`src/rtl/adc_seq_pkg.sv`:
```
package adc_seq_pkg;

    typedef enum logic [1:0] {
        SEQ_STOP    = 2'd0,
        SEQ_STANDBY = 2'd1,
        SEQ_ARMED   = 2'd2,
        SEQ_CONV    = 2'd3
    } seq_state_t;

    localparam logic ADDR_CTRL = 1'b0;
    localparam logic ADDR_CHAN = 1'b1;

    localparam int CTRL_EN_BIT = 0;
    localparam int CTRL_GO_BIT = 1;

    // One cycle worth of register-port activity, decoded.
    typedef struct packed {
        logic ctrl_wr;
        logic chan_wr;
        logic en_val;
        logic go_val;
    } reg_evt_t;

    // Start only takes effect together with enable.
    function automatic logic go_effective(input logic en, input logic go);
        return en & go;
    endfunction

    // Actions the sequencer asks for in a given cycle.
    typedef struct packed {
        logic issue;
        logic abort;
        logic accept_done;
    } seq_act_t;

endpackage

```
`src/rtl/adc_trig_edge.sv`:
```
module adc_trig_edge (
    input  logic clk,
    input  logic rst,
    input  logic trig_in,
    output logic trig_rise
);
    logic trig_q;

    always_ff @(posedge clk) begin
        if (rst) trig_q <= 1'b0;
        else     trig_q <= trig_in;
    end

    assign trig_rise = trig_in & ~trig_q;
endmodule

```
`src/rtl/adc_cfg_regs.sv`:
```
module adc_cfg_regs
    import adc_seq_pkg::*;
#(
    parameter int CH_W = 3,
    parameter int WD_W = 8
) (
    input  logic            clk,
    input  logic            rst,
    input  logic            reg_wr,
    input  logic            reg_addr,
    input  logic [WD_W-1:0] reg_wdata,
    output reg_evt_t        evt,
    output logic [CH_W-1:0] chan_q
);
    always_comb begin
        evt.ctrl_wr = reg_wr && (reg_addr == ADDR_CTRL);
        evt.chan_wr = reg_wr && (reg_addr == ADDR_CHAN);
        evt.en_val  = reg_wdata[CTRL_EN_BIT];
        evt.go_val  = go_effective(reg_wdata[CTRL_EN_BIT], reg_wdata[CTRL_GO_BIT]);
    end

    always_ff @(posedge clk) begin
        if (rst)              chan_q <= '0;
        else if (evt.chan_wr) chan_q <= reg_wdata[CH_W-1:0];
    end
endmodule

```
`src/rtl/adc_seq_fsm.sv`:
```
module adc_seq_fsm
    import adc_seq_pkg::*;
(
    input  logic     clk,
    input  logic     rst,
    input  reg_evt_t evt,
    input  logic     trig_rise,
    input  logic     core_done,
    output logic     core_start,
    output logic     core_abort,
    output logic     done_ok,
    output logic     busy
);
    seq_state_t state_q, state_d;
    seq_act_t   act;

    always_comb begin
        state_d = state_q;
        act     = '0;
        unique case (state_q)
            SEQ_STOP: begin
                if (evt.ctrl_wr && evt.en_val)
                    state_d = evt.go_val ? SEQ_ARMED : SEQ_STANDBY;
            end
            SEQ_STANDBY: begin
                if (evt.ctrl_wr) begin
                    if (!evt.en_val)     state_d = SEQ_STOP;
                    else if (evt.go_val) state_d = SEQ_ARMED;
                end
            end
            SEQ_ARMED: begin
                if (evt.ctrl_wr && !evt.en_val) begin
                    state_d = SEQ_STOP;
                end else if (evt.ctrl_wr && !evt.go_val) begin
                    state_d = SEQ_STANDBY;
                end else if (trig_rise) begin
                    act.issue = 1'b1;
                    state_d   = SEQ_CONV;
                end
            end
            SEQ_CONV: begin
                if (evt.ctrl_wr && !evt.go_val) begin
                    act.abort = 1'b1;
                    state_d   = evt.en_val ? SEQ_STANDBY : SEQ_STOP;
                end else if ((evt.ctrl_wr && evt.go_val) || evt.chan_wr || trig_rise) begin
                    act.abort = 1'b1;
                    act.issue = 1'b1;
                end else if (core_done && !core_start) begin
                    // A done in the issue cycle belongs to the abandoned request.
                    act.accept_done = 1'b1;
                    state_d         = SEQ_ARMED;
                end
            end
            default: state_d = SEQ_STOP;
        endcase
    end

    always_ff @(posedge clk) begin
        if (rst) begin
            state_q    <= SEQ_STOP;
            core_start <= 1'b0;
            core_abort <= 1'b0;
        end else begin
            state_q    <= state_d;
            core_start <= act.issue;
            core_abort <= act.abort;
        end
    end

    assign done_ok = act.accept_done;
    assign busy    = (state_q == SEQ_CONV);
endmodule

```
`src/rtl/adc_result_reg.sv`:
```
module adc_result_reg #(
    parameter int RES_W = 12
) (
    input  logic             clk,
    input  logic             rst,
    input  logic             done_ok,
    input  logic [RES_W-1:0] core_result,
    output logic [RES_W-1:0] result,
    output logic             eoc_irq
);
    always_ff @(posedge clk) begin
        if (rst) begin
            result  <= '0;
            eoc_irq <= 1'b0;
        end else begin
            eoc_irq <= done_ok;
            if (done_ok) result <= core_result;
        end
    end
endmodule

```
`src/rtl/adc_trig_seq.sv`:
```
module adc_trig_seq
    import adc_seq_pkg::*;
#(
    parameter int CH_W  = 3,
    parameter int RES_W = 12,
    parameter int WD_W  = 8
) (
    input  logic             clk,
    input  logic             rst,
    input  logic             reg_wr,
    input  logic             reg_addr,
    input  logic [WD_W-1:0]  reg_wdata,
    input  logic             hw_trig,
    output logic             core_start,
    output logic             core_abort,
    output logic [CH_W-1:0]  core_chan,
    input  logic             core_done,
    input  logic [RES_W-1:0] core_result,
    output logic [RES_W-1:0] result,
    output logic             eoc_irq,
    output logic             busy
);
    reg_evt_t evt;
    logic     trig_rise;
    logic     done_ok;

    adc_trig_edge u_edge (
        .clk       (clk),
        .rst       (rst),
        .trig_in   (hw_trig),
        .trig_rise (trig_rise)
    );

    adc_cfg_regs #(.CH_W(CH_W), .WD_W(WD_W)) u_regs (
        .clk       (clk),
        .rst       (rst),
        .reg_wr    (reg_wr),
        .reg_addr  (reg_addr),
        .reg_wdata (reg_wdata),
        .evt       (evt),
        .chan_q    (core_chan)
    );

    adc_seq_fsm u_fsm (
        .clk        (clk),
        .rst        (rst),
        .evt        (evt),
        .trig_rise  (trig_rise),
        .core_done  (core_done),
        .core_start (core_start),
        .core_abort (core_abort),
        .done_ok    (done_ok),
        .busy       (busy)
    );

    adc_result_reg #(.RES_W(RES_W)) u_res (
        .clk         (clk),
        .rst         (rst),
        .done_ok     (done_ok),
        .core_result (core_result),
        .result      (result),
        .eoc_irq     (eoc_irq)
    );
endmodule

```
`config.mk`:
```
export PLATFORM = sky130hd
export DESIGN_NAME = adc_trig_seq
export DESIGN_NICKNAME = d
export VERILOG_FILES = /design/src/rtl/adc_seq_pkg.sv /design/src/rtl/adc_trig_edge.sv /design/src/rtl/adc_cfg_regs.sv /design/src/rtl/adc_seq_fsm.sv /design/src/rtl/adc_result_reg.sv /design/src/rtl/adc_trig_seq.sv
export SDC_FILE = /design/constraint.sdc
export NUM_CORES = 1
export LEC_CHECK = 0
export ABC_AREA = 1
export ABC_CLOCK_PERIOD_IN_PS = 1450
export BUFFER_PORTS_ARGS = -buffer_cell sky130_fd_sc_hd__buf_2
export CAP_MARGIN = 30
export CORE_UTILIZATION = 42
export DETAILED_ROUTE_END_ITERATION = 8
export PLACE_DENSITY = 0.81
export SLEW_MARGIN = 20
export SYNTH_ARGS = -nofsm -noshare
export SYNTH_HDL_FRONTEND = slang
export SYNTH_HIERARCHICAL = 1
export SYNTH_SLANG_ARGS = --single-unit
```
`constraint.sdc`:
```
create_clock -name clk -period 1.45 [get_ports clk]
set_input_delay 0.0725 -clock clk [delete_from_list [all_inputs] [get_ports clk]]
set_output_delay 0.0725 -clock clk [all_outputs]
set_load 0.02 [all_outputs]
```
# Yosys cells after proc, flatten, opt, wreduce, memory -nomap -nowiden
# Index checks and enable logic that the tools add are counted.
[op_classes]
n_shift = 0
n_bitwise = 5
mul = 0
reduce_logical = 15
mux = 24
magnitude_cmp = 0
div_mod_pow = 0
addsub = 0
eq_ne = 9
[ops]
columns = ["op", "count"]
rows = [
  ["2-bit 2-to-1 mux", 12],
  ["1-bit 2-to-1 mux", 10],
  ["2-bit case mux with 4 select lines", 1],
  ["1-bit logical AND", 7],
  ["3-bit by 2-bit != test with 1-bit output (second input constant)", 2],
  ["6-bit AND reduction", 1],
  ["2-bit equality test (second input constant)", 2],
  ["2-bit by 1-bit != test with 1-bit output (second input constant)", 2],
  ["4-bit by 1-bit != test with 1-bit output (second input constant)", 1],
  ["1-bit logical NOT", 3],
  ["3-bit by 1-bit != test with 1-bit output (second input constant)", 1],
  ["1-bit NOT", 3],
  ["1-bit AND", 2],
  ["2-bit by 1-bit equality test with 1-bit output (second input constant)", 1],
  ["2-bit logical NOT", 1],
  ["1-bit logical OR", 2],
  ["1-bit case mux with 2 select lines", 1],
  ["2-bit OR reduction", 1],
]
[totals]
mem_bits_rw = 0
romBits = 0
latch_bits = 0
out_inout_bits = 19
word_cells = 60
input_bits = 26
reg_bits = 21
mem_count = 0

# Depth between registers and ports, before layout
# Gate-level depths: netlist of the first run.
[logic_depth]
ltp_word = 8
ltp_mapped = 10
depth_no_buf = 10

# Cells and area by module
# The synthesis of the first run kept the hierarchy.
[modules_own_cells]
columns = ["module", "seq_area_each_um2", "instances", "cells_per_inst", "area_each_um2"]
rows = [
  ["adc_result_reg", 260.2, 1, 80, 541.8],
  ["adc_seq_fsm", 80.1, 1, 53, 332.8],
  ["adc_cfg_regs", 60.1, 1, 26, 152.6],
  ["adc_trig_edge", 20.0, 1, 4, 31.3],
]

# Worst setup path after synthesis of the first run
# OpenSTA, ideal clock, no wires.
[synth_timing]
kind = "register to register"
from = "reg u_edge.trig_q"
to = "reg u_res.result[10]"
setup_ps = 113
slack_ps = 260
arrival_ps = 1076
stages_incl_launch_ff = 10
t_required_ps = 1337
cell_sequence = "dfxtp_1 -> nor2_1 -> nor3_2 -> nand2_1 -> nor2_1 -> buf_6 -> buf_8 -> nand2_1 -> nand2_1 -> nor2_1"
[synth_between]
elab_chain_cells = 6
[synth_rtl]
columns = ["item", "line_no", "rtl"]
rows = [
  ["from (decl)", "adc_trig_edge.sv:7", "logic trig_q;"],
  ["from (signal assigned)", "adc_trig_edge.sv:11", "else trig_q <= trig_in;"],
  ["1-bit NOT", "adc_trig_edge.sv:14", "assign trig_rise = trig_in & ~trig_q;"],
  ["1-bit AND", "adc_trig_edge.sv:14", ""],
  ["via trig_rise", "adc_trig_seq.sv:24", "logic trig_rise;"],
  ["1-bit logical OR", "adc_seq_fsm.sv:45", "end else if ((evt.ctrl_wr && evt.go_val) || evt.chan_wr || trig_rise) begin"],
  ["1-bit 2-to-1 mux", "adc_seq_fsm.sv:45", ""],
  ["1-bit 2-to-1 mux", "adc_seq_fsm.sv:42", "if (evt.ctrl_wr && !evt.go_val) begin"],
  ["1-bit 2-to-1 mux", "adc_seq_fsm.sv:20", "unique case (state_q)"],
  ["via done_ok", "adc_trig_seq.sv:25", "logic done_ok;"],
  ["to (signal assigned)", "adc_result_reg.sv:17", "if (done_ok) result <= core_result;"],
  ["to (decl)", "adc_result_reg.sv:8", "output logic [RES_W-1:0] result,"],
]
# The timed path passes the listed nets, and every way through them passes these cells.
# A chain may end at the register's enable or synchronous reset.

# Final worst setup path of the first run
# Same ends and word-level chain as after synthesis.

==> results of run 1 <==
-- area by class of cell --
cell class	count	area (um2)	area share, %
Timing Repair Buffer	44	253	19.1
Inverter	34	129	9.74
Clock inverter	1	5.00	0.378
Clock buffer	3	22.5	1.70
Multi-Input combinational cell	103	459	34.7
Tap cell	28	35.0	2.65
Sequential cell	21	420	31.8
-- kinds of logic (layout without fill, tap and decap cells) --
kind of cell | count (synthesis) | count (layout) | share of synthesized area (%)
flops | 21 | 21 | 39.7
simple gates | 101 | 101 | 41.8
compound gates | 2 | 2 | 1.30
buf+inv | 39 | 82 | 17.1
-- flip-flops by register name, indices dropped and copies added, names as in the netlist --
name	flops
u_fsm/core_start	1
u_fsm/state_q	2
u_res/eoc_irq	1
u_edge/trig_q	1
u_fsm/core_abort	1
u_regs/chan_q	3
u_res/result	12
-- critical path, cell delays in order, from the launching register on --
cell and delay [ps]:
dfxtp_1 330, nor2_1 70, nor3_2 170, nand2_1 130, nor2_2 150, buf_12 170
nand2_1 60, nand2_1 50, nor2_1 40
-- power groups by stage --
stage	registers [uW]	clock network [uW]	logic, uW
3_5_place_dp	613	0	173
2_1_floorplan	621	0	112
3_3_place_gp	612	0	169
4_1_cts	600	291	179
6_report	600	279	180
5_1_grt	602	314	203
-- layer usage --
layer  routed length (um)  share of wire, %  track usage (%)
met5                    0                 0                0
met4                   16              0.80             6.58
met3                   81               4.0             2.03
met2                  940                47             25.6
met1                  972                48             19.4
-- Yosys cell counts, types with 2 or more instances --
cell / number
buf_6: 2
inv_1: 29
nor2_1: 40
nor2_2: 2
nand3_2: 3
dfxtp_1: 21
nand2_2: 5
nand2_1: 43
nand3_1: 3
inv_2: 4
buf_4: 2
nand4_1: 2
-- through the flow --
step	total power (uW)	hold slack, ps	cell area (um2)
2_1_floorplan	732	142	1060
3_3_place_gp	782	290	1260
3_5_place_dp	785	297	1260
4_1_cts	1070	24.5	1320
5_1_grt	1120	30.2	1320
6_report	1060	33.4	1320
-- final timing paths --
path                                      from                            end  slack, ps  depth (start not counted)
setup / recovery      u_edge/trig_q$_SDFF_PP0_  u_res/result[10]$_SDFFE_PP0P_        160                          8
hold / removal                             rst       u_edge/trig_q$_SDFF_PP0_         30                          2
setup reg to reg      u_edge/trig_q$_SDFF_PP0_  u_res/result[10]$_SDFFE_PP0P_        160                          8
hold reg to reg   u_res/result[0]$_SDFFE_PP0P_   u_res/result[0]$_SDFFE_PP0P_        470                          2
-- cell usage in the layout (no fill, tap or decap) --
| cell type | count |
|---|---|
| dfxtp_1 | 21 |
| nor2_1 | 39 |
| inv_1 | 29 |
| buf_4 | 1 |
| and2_4 | 1 |
| nand2_1 | 43 |
| buf_2 | 39 |
| inv_2 | 4 |
| nand2_2 | 5 |
| a21oi_2 | 1 |
| nand2_4 | 1 |
| nand3_1 | 3 |
| dlygate4sd3_1 | 3 |
| nor3_2 | 1 |
| a21oi_1 | 1 |
| clkbuf_4 | 3 |
| nand4_1 | 2 |
| buf_12 | 1 |
| clkinv_2 | 2 |
| nand3_2 | 3 |
| nor2_2 | 3 |
-- timing repair --
action,in CTS,in global routing
hold endpoints to repair,3,0
setup buffers,0,0
resized for setup,0,1
hold buffers,3,0
setup endpoints to repair,0,12
==> impl_metrics.json, run 1 <==
{
  "place.port_buffers": 39,
  "status": "complete, no violations",
  "fin_crit_sh_pct": 88.7,
  "via_count": 1019,
  "p_seq_share_pct": 56.6,
  "synth_nets": 189,
  "viasPerCell": 4.35,
  "syn_inst": 163,
  "dpl_worst_slack_ps": 106,
  "syn_avg_cell_area_um2": 6.49,
  "syn_to_final_growth_pct": 25.1,
  "cts_inserted_buffers": 3,
  "ys_seq_area_share_pct": 39.7,
  "start_kind": "register",
  "finalSetupViolCount": 0,
  "dieArea_mm2": 0.00272,
  "pwr-share-comb_pct": 17.0,
  "grt_first_pass_wirelength_um": 3100,
  "dp_hpwl_um": 1530,
  "grt_max_degree": 26,
  "clkLatencyLatePin_ps": 300,
  "drt_first_pass_iters": 4,
  "diodes": 0,
  "drt_iter0_markers": 17,
  "ys_warn_count": 6,
  "layout-drive-gt1-share_pct": 31.6,
  "synth-edff-count": 0,
  "final_cells": 234,
  "fin_setup_tns_ps": 0,
  "required_ps": 1650,
  "maxSlewHeadroom_pct": 77.2,
  "routed_wl_um": 2010,
  "skew_ps": 8.87,
  "cts_max_level": 1,
  "criticalPathCategory": "register to register",
  "synthFlopType": "dfxtp_1",
  "netlist.area_leader.share_pct": 39.7,
  "grt_usage_pct": 15.2,
  "rows": 17,
  "tritoncts": "done",
  "drv_cap": 0,
  "postSynth.asyncResetShare_pct": 0,
  "hold_viol": 0,
  "yosys-top-cells-area": "dfxtp_1, nand2_1, nor2_1, inv_1, nand2_2",
  "critPathCaptureType": "register",
  "dp_cells": 227,
  "die_x_um": 52.2,
  "utilization_pct": 57.6,
  "worstPathArrival_ps": 1490,
  "p_per_area_mw_per_mm2": 800,
  "drtAntennaViolNets": 0,
  "syn-cell-area_mm2": 0.00106,
  "core-area_mm2": 0.00230,
  "ys_ff_latch": 21,
  "antenna_found_initial": 0,
  "clock_sinks": 21,
  "clockBufferDepth": 2,
  "p_switching_uw": 289,
  "setup_ws_ps": 163,
  "worst_pin_slew_ps": 341,
  "slew_viol_final": 0,
  "first_global_vias": 800,
  "path_max_fanout": 25,
  "wl_per_cell_um": 8.59,
  "overflow": 0,
  "start_util_pct": 46.1,
  "gp_congestion": 0.846,
  "synth_cell_types": 19,
  "max_freq_mhz": 777,
  "hp-class": "primary input to register",
  "nFillCells": 236,
  "drc": 0,
  "die-height_um": 52.2,
  "cts-root-buf": "clkbuf_4",
  "yosysTopAreaCell": "dfxtp_1",
  "p_clk_share_pct": 26.4,
  "clk_pin_slew_ps": 120,
  "intPower_uw": 770,
  "fin_nets": 233,
  "ir_drop_uv": 527,
  "swShare_pct": 27.3,
  "leakage_uw": 0.000771,
  "io_pins": 45,
  "final.min_clock_period_ps": 1290
}
(Power assumes the default switching activity.)
==> run 2, diff against run 1 <==
--- a/config.mk
+++ b/config.mk
@@ -11,7 +11,7 @@
 export CAP_MARGIN = 30
 export CORE_UTILIZATION = 42
 export DETAILED_ROUTE_END_ITERATION = 8
-export PLACE_DENSITY = 0.81
+export PLACE_DENSITY = 0.78
 export SLEW_MARGIN = 20
 export SYNTH_ARGS = -nofsm -noshare
 export SYNTH_HDL_FRONTEND = slang
==> run 2 against run 1 <==
Net effect:
- combinational power fell by 2%
- die area did not move
- largest cell class unchanged
- total power fell by 1.5%
- highest routed layer unchanged
- non-clock buffer count fell by 1
- first-iteration DRC count fell by 41%
- critical path type unchanged
==> impl_metrics.json, run 2 (synthesis gave the netlist of run 1 again) <==
{
  "ir_drop_uv": 503,
  "skew_ps": 9.37,
  "dp_hpwl_um": 1460,
  "dieArea_mm2": 0.00272,
  "required_ps": 1640,
  "drv_cap": 0,
  "met1_usage_pct": 20.8,
  "grt_max_degree": 26,
  "viasPerCell": 4.12,
  "p_total_uw": 1040,
  "cts-root-buf": "clkbuf_4",
  "final.min_clock_period_ps": 1330,
  "met2_usage_pct": 26.9,
  "place.port_buffers": 39,
  "largest_reg_flops": 12,
  "top_usage_layer": "met2",
  "p_per_area_mw_per_mm2": 797,
  "fin_setup_tns_ps": 0,
  "drtAntennaViolNets": 0,
  "cts_resized": 0,
  "clockBufferDepth": 2,
  "clock_sinks": 21,
  "tritoncts": "done",
  "maxSlewHeadroom_pct": 77.4,
  "rows": 17,
  "postCtsSetupRepairBufs": 0,
  "routed_wl_um": 1860,
  "io_pins": 45,
  "crit_chain": "nor2_1, nor3_2, nand2_1, nor2_1, buf_12, nand2_1, nand2_1, nor2_1",
  "status": "complete, no violations",
  "top_register": "u_res/result",
  "die_x_um": 52.2,
  "rsz0062_at_grt": "false",
  "gp_congestion": 0.851,
  "start_kind": "register",
  "final_common_cell": "nand2_1",
  "reg.largest.list": "u_res/result (12), u_regs/chan_q (3), u_fsm/state_q (2)",
  "cts_max_level": 1,
  "finalSetupViolCount": 0,
  "critPathCaptureType": "register",
  "fin_crit_sh_pct": 92.0,
  "grt_usage_pct": 16.2,
  "first_global_vias": 868,
  "grtUsageMet3_pct": 2.61,
  "criticalPathCategory": "register to register",
  "crit_path_max_incr_delay_ps": 330,
  "syn_to_final_growth_pct": 23.8,
  "leakage_uw": 0.000763,
  "start_util_pct": 46.1,
  "path_max_fanout": 25,
  "layout-drive-gt1-share_pct": 30.7,
  "drc": 0,
  "hold_viol": 0,
  "clkLatencyLatePin_ps": 290,
  "grt_first_pass_wirelength_um": 3320,
  "die-height_um": 52.2,
  "dp_cells": 227,
  "clk_pin_slew_ps": 110,
  "slew_viol_final": 0,
  "final_cell_mix": "nand2_1, nor2_1, buf_2",
  "via_count": 961,
  "worstPathArrival_ps": 1530,
  "core-area_mm2": 0.00230,
  "drt_iter0_markers": 10,
  "final_cells": 233,
  "overflow": 0,
  "antenna_found_initial": 0,
  "worst_pin_slew_ps": 339,
  "cts_inserted_buffers": 3,
  "drt_first_pass_iters": 4,
  "slowest_stage": "dfxtp_1",
  "hp-class": "primary input to register",
  "diodes": 0,
  "fin_nets": 232,
  "max_freq_mhz": 750,
  "wl_per_cell_um": 7.97
}
==> run 2: final cells by class <==
cell class                      instances  area (um2)
Clock buffer                            4        26.3
Fill cell                             268         987
Inverter                               34         129
Multi-Input combinational cell        103         457
Sequential cell                        21         420
Tap cell                               28        35.0
Timing Repair Buffer                   43         243
==> run 2: stage by stage <==
| step | hold WS [ps] | area [um2] | util (%) | setup WS, ps |
|---|---|---|---|---|
| after global routing | 12.7 | 1310 | 57.0 | 5.69 |
| after floorplan | 142 | 1060 | - | 260 |
| after global placement | 289 | 1260 | 55.0 | 168 |
| after detailed placement | 299 | 1260 | 55.0 | 137 |
| final | 20.5 | 1310 | 57.0 | 116 |
| after CTS | 10.0 | 1310 | 57.0 | 115 |
==> run 2: power breakdown <==
group	leakage, uW	total, uW	internal (uW)	switching (uW)
clock	0.0000150	267	107	160
combinational	0.000578	176	75.6	100
sequential	0.000170	600	590	9.84
==> run 2: worst max-delay path, delay by kind of cell, from the launching register on <==
kind,cells,cell delay (ps)
buffers and inverters,1,180
DFF,1,330
and+or+nand+nor,7,710
==> run 2: per-layer routing <==
layer | share of wire, % | up-vias
li1 | - | 547
met1 | 51 | 383
met2 | 42 | 29
met3 | 5.7 | 2
met4 | 0.59 | 0
met5 | 0 | -
==> run 2: worst paths after layout <==
kind	slack (ps)	depth (start not counted)	from	end
worst min-delay path	20	3	reg_wdata[1]	u_regs/chan_q[1]$_SDFFE_PP0P_
worst max-delay path	120	8	u_edge/trig_q$_SDFF_PP0_	u_res/result[11]$_SDFFE_PP0P_
worst max register to register	120	8	u_edge/trig_q$_SDFF_PP0_	u_res/result[11]$_SDFFE_PP0P_
worst min register to register	470	2	u_res/result[3]$_SDFFE_PP0P_	u_res/result[3]$_SDFFE_PP0P_
==> run 2: what timing repair did <==
item / CTS / global route
hold buffers: 2 / 0
setup endpoints to repair: 0 / 0
endpoints found under the hold margin: 2 / 0
==> run 3, diff against run 2 <==
--- a/config.mk
+++ b/config.mk
@@ -9,9 +9,12 @@
 export ABC_CLOCK_PERIOD_IN_PS = 1450
 export BUFFER_PORTS_ARGS = -buffer_cell sky130_fd_sc_hd__buf_2
 export CAP_MARGIN = 30
-export CORE_UTILIZATION = 42
+export CELL_PAD_IN_SITES_DETAIL_PLACEMENT = 0
+export CELL_PAD_IN_SITES_GLOBAL_PLACEMENT = 1
+export CORE_UTILIZATION = 31
+export CTS_CLUSTER_SIZE = 14
 export DETAILED_ROUTE_END_ITERATION = 8
-export PLACE_DENSITY = 0.78
+export PLACE_DENSITY = 0.84
 export SLEW_MARGIN = 20
 export SYNTH_ARGS = -nofsm -noshare
 export SYNTH_HDL_FRONTEND = slang
==> run 3 against run 2 <==
Net effect:
- die area rose by 34%
- non-clock buffer count rose by 1
- clock skew fell by 1.3 ps
- final cell count rose by 7.3%
- routed wire length rose by 5.3%
- setup slack improved by 75 ps
- core utilization fell by 14 points
- global-route usage fell by 4.5 points
- sequential cell count did not move
- count of clock-buffer cells in the layout did not move
- critical endpoint is now u_res/result[3]$_SDFFE_PP0P_
==> impl_metrics.json, run 3 (synthesis gave the netlist of run 1 again) <==
{
  "hp-class": "primary input to register",
  "drv_cap": 0,
  "place.port_buffers": 39,
  "worst_hold_slack_ps": 17.1,
  "swShare_pct": 26.3,
  "clockBufferDepth": 2,
  "rsz0062_at_grt": "false",
  "skew_ps": 8.11,
  "io_pins": 45,
  "path_max_fanout": 22,
  "wl_per_cell_um": 7.83,
  "fin_crit_sh_pct": 86.9,
  "clock_sinks": 21,
  "die_x_um": 60.4,
  "drt_iter0_markers": 48,
  "p_seq_share_pct": 57.2,
  "drtAntennaViolNets": 0,
  "nFillCells": 365,
  "diodes": 0,
  "core-area_mm2": 0.00315,
  "start_kind": "register",
  "pwr-share-comb_pct": 16.8,
  "cts_max_level": 1,
  "reg.largest.list": "u_res/result (12), u_regs/chan_q (3), u_fsm/state_q (2)",
  "final_cell_mix": "nand2_1, buf_2, nor2_1",
  "max_freq_mhz": 794,
  "final.min_clock_period_ps": 1260,
  "worstPathArrival_ps": 1460,
  "tritoncts": "done",
  "dieArea_mm2": 0.00365,
  "start_util_pct": 33.6,
  "final_common_cell": "nand2_1",
  "finalSetupViolCount": 0,
  "postCtsSetupRepairBufs": 0,
  "fin_setup_tns_ps": 0,
  "gp_congestion": 0.801,
  "p_switching_uw": 276,
  "largest_reg_flops": 12,
  "leakage_uw": 0.000768,
  "required_ps": 1650,
  "worst_pin_slew_ps": 463,
  "p_clk_share_pct": 26.1,
  "rows": 20,
  "routed_wl_um": 1960,
  "maxSlewHeadroom_pct": 69.0,
  "ir_drop_uv": 424,
  "die-height_um": 60.4,
  "fin_nets": 233,
  "p_per_area_mw_per_mm2": 780,
  "intPower_uw": 773,
  "layout-drive-gt1-share_pct": 31.6,
  "cts-root-buf": "clkbuf_4",
  "grt_first_pass_wirelength_um": 3200,
  "antenna_found_initial": 0,
  "first_global_vias": 790,
  "grt_usage_pct": 11.7,
  "criticalPathCategory": "register to register",
  "via_count": 981,
  "drt_first_pass_iters": 3,
  "slew_viol_final": 0,
  "dp_hpwl_um": 1510,
  "viasPerCell": 3.92,
  "clkLatencyLatePin_ps": 300,
  "syn_to_final_growth_pct": 27.1,
  "dpl_worst_slack_ps": 74.0,
  "p_total_uw": 1050,
  "cts_inserted_buffers": 3,
  "top_register": "u_res/result",
  "overflow": 0,
  "hold_viol": 0,
  "critPathCaptureType": "register",
  "status": "complete, no violations",
  "setup_ws_ps": 190,
  "clk_pin_slew_ps": 110,
  "drc": 0,
  "grt_max_degree": 23
}
## run 3: final timing paths
path / from / end / slack (ps) / cells after the start
setup / recovery: u_edge/trig_q$_SDFF_PP0_ / u_res/result[3]$_SDFFE_PP0P_ / 190 / 8
hold / removal: reg_wdata[1] / u_regs/chan_q[1]$_SDFFE_PP0P_ / 20 / 3
setup reg to reg: u_edge/trig_q$_SDFF_PP0_ / u_res/result[3]$_SDFFE_PP0P_ / 190 / 8
hold reg to reg: u_res/result[5]$_SDFFE_PP0P_ / u_res/result[5]$_SDFFE_PP0P_ / 470 / 2
## run 3: worst max-delay path: stages, from the launching register on
cell,delay (ps)
dfxtp_1,330
nor2_1,60
nor3_2,180
nand2_1,140
nor2_4,140
buf_12,160
nand2_1,60
nand2_1,50
nor2_1,40
## run 3: final cells by class
cell class                 instances  area [um2]  area share, %
clock buffer                       4        26.3           1.95
multi-input combinational        103         464           34.5
timing repair buffer              44         250           18.6
inverter                          34         129           9.58
sequential                        21         420           31.3
tap                               44        55.1           4.09
## run 3: timing repair
item / in CTS / in global routing
hold buffers: 2 / 0
endpoints found under the setup margin: 0 / 12
gates resized for setup: 0 / 2
hold endpoints to repair: 2 / 0
## run 3: routing by layer
layer  GRT usage, %  vias to the layer above  part of all wire [%]
li1               -                      551                     -
met1           14.9                      398                    51
met2           19.0                       30                    42
met3           3.41                        2                   6.9
met4           3.90                        0                  0.41
met5              0                        -                     0
## run 3: power groups by stage
stage / sequential (uW) / clock (uW) / combinational, uW
final: 600 / 273 / 176
after global routing: 602 / 322 / 205
after CTS: 600 / 290 / 176
after detailed placement: 613 / 0 / 172
after global placement: 613 / 0 / 173
after floorplan: 621 / 0 / 112
## run 3: stage by stage
stage                     cell area (um2)  util, %  std cells
final                                1350     42.7        250
after global routing                 1350     42.7        250
after CTS                            1340     42.4        250
after detailed placement             1290     41.0        244
after global placement               1290     41.0        244
after floorplan                      1060        -        163
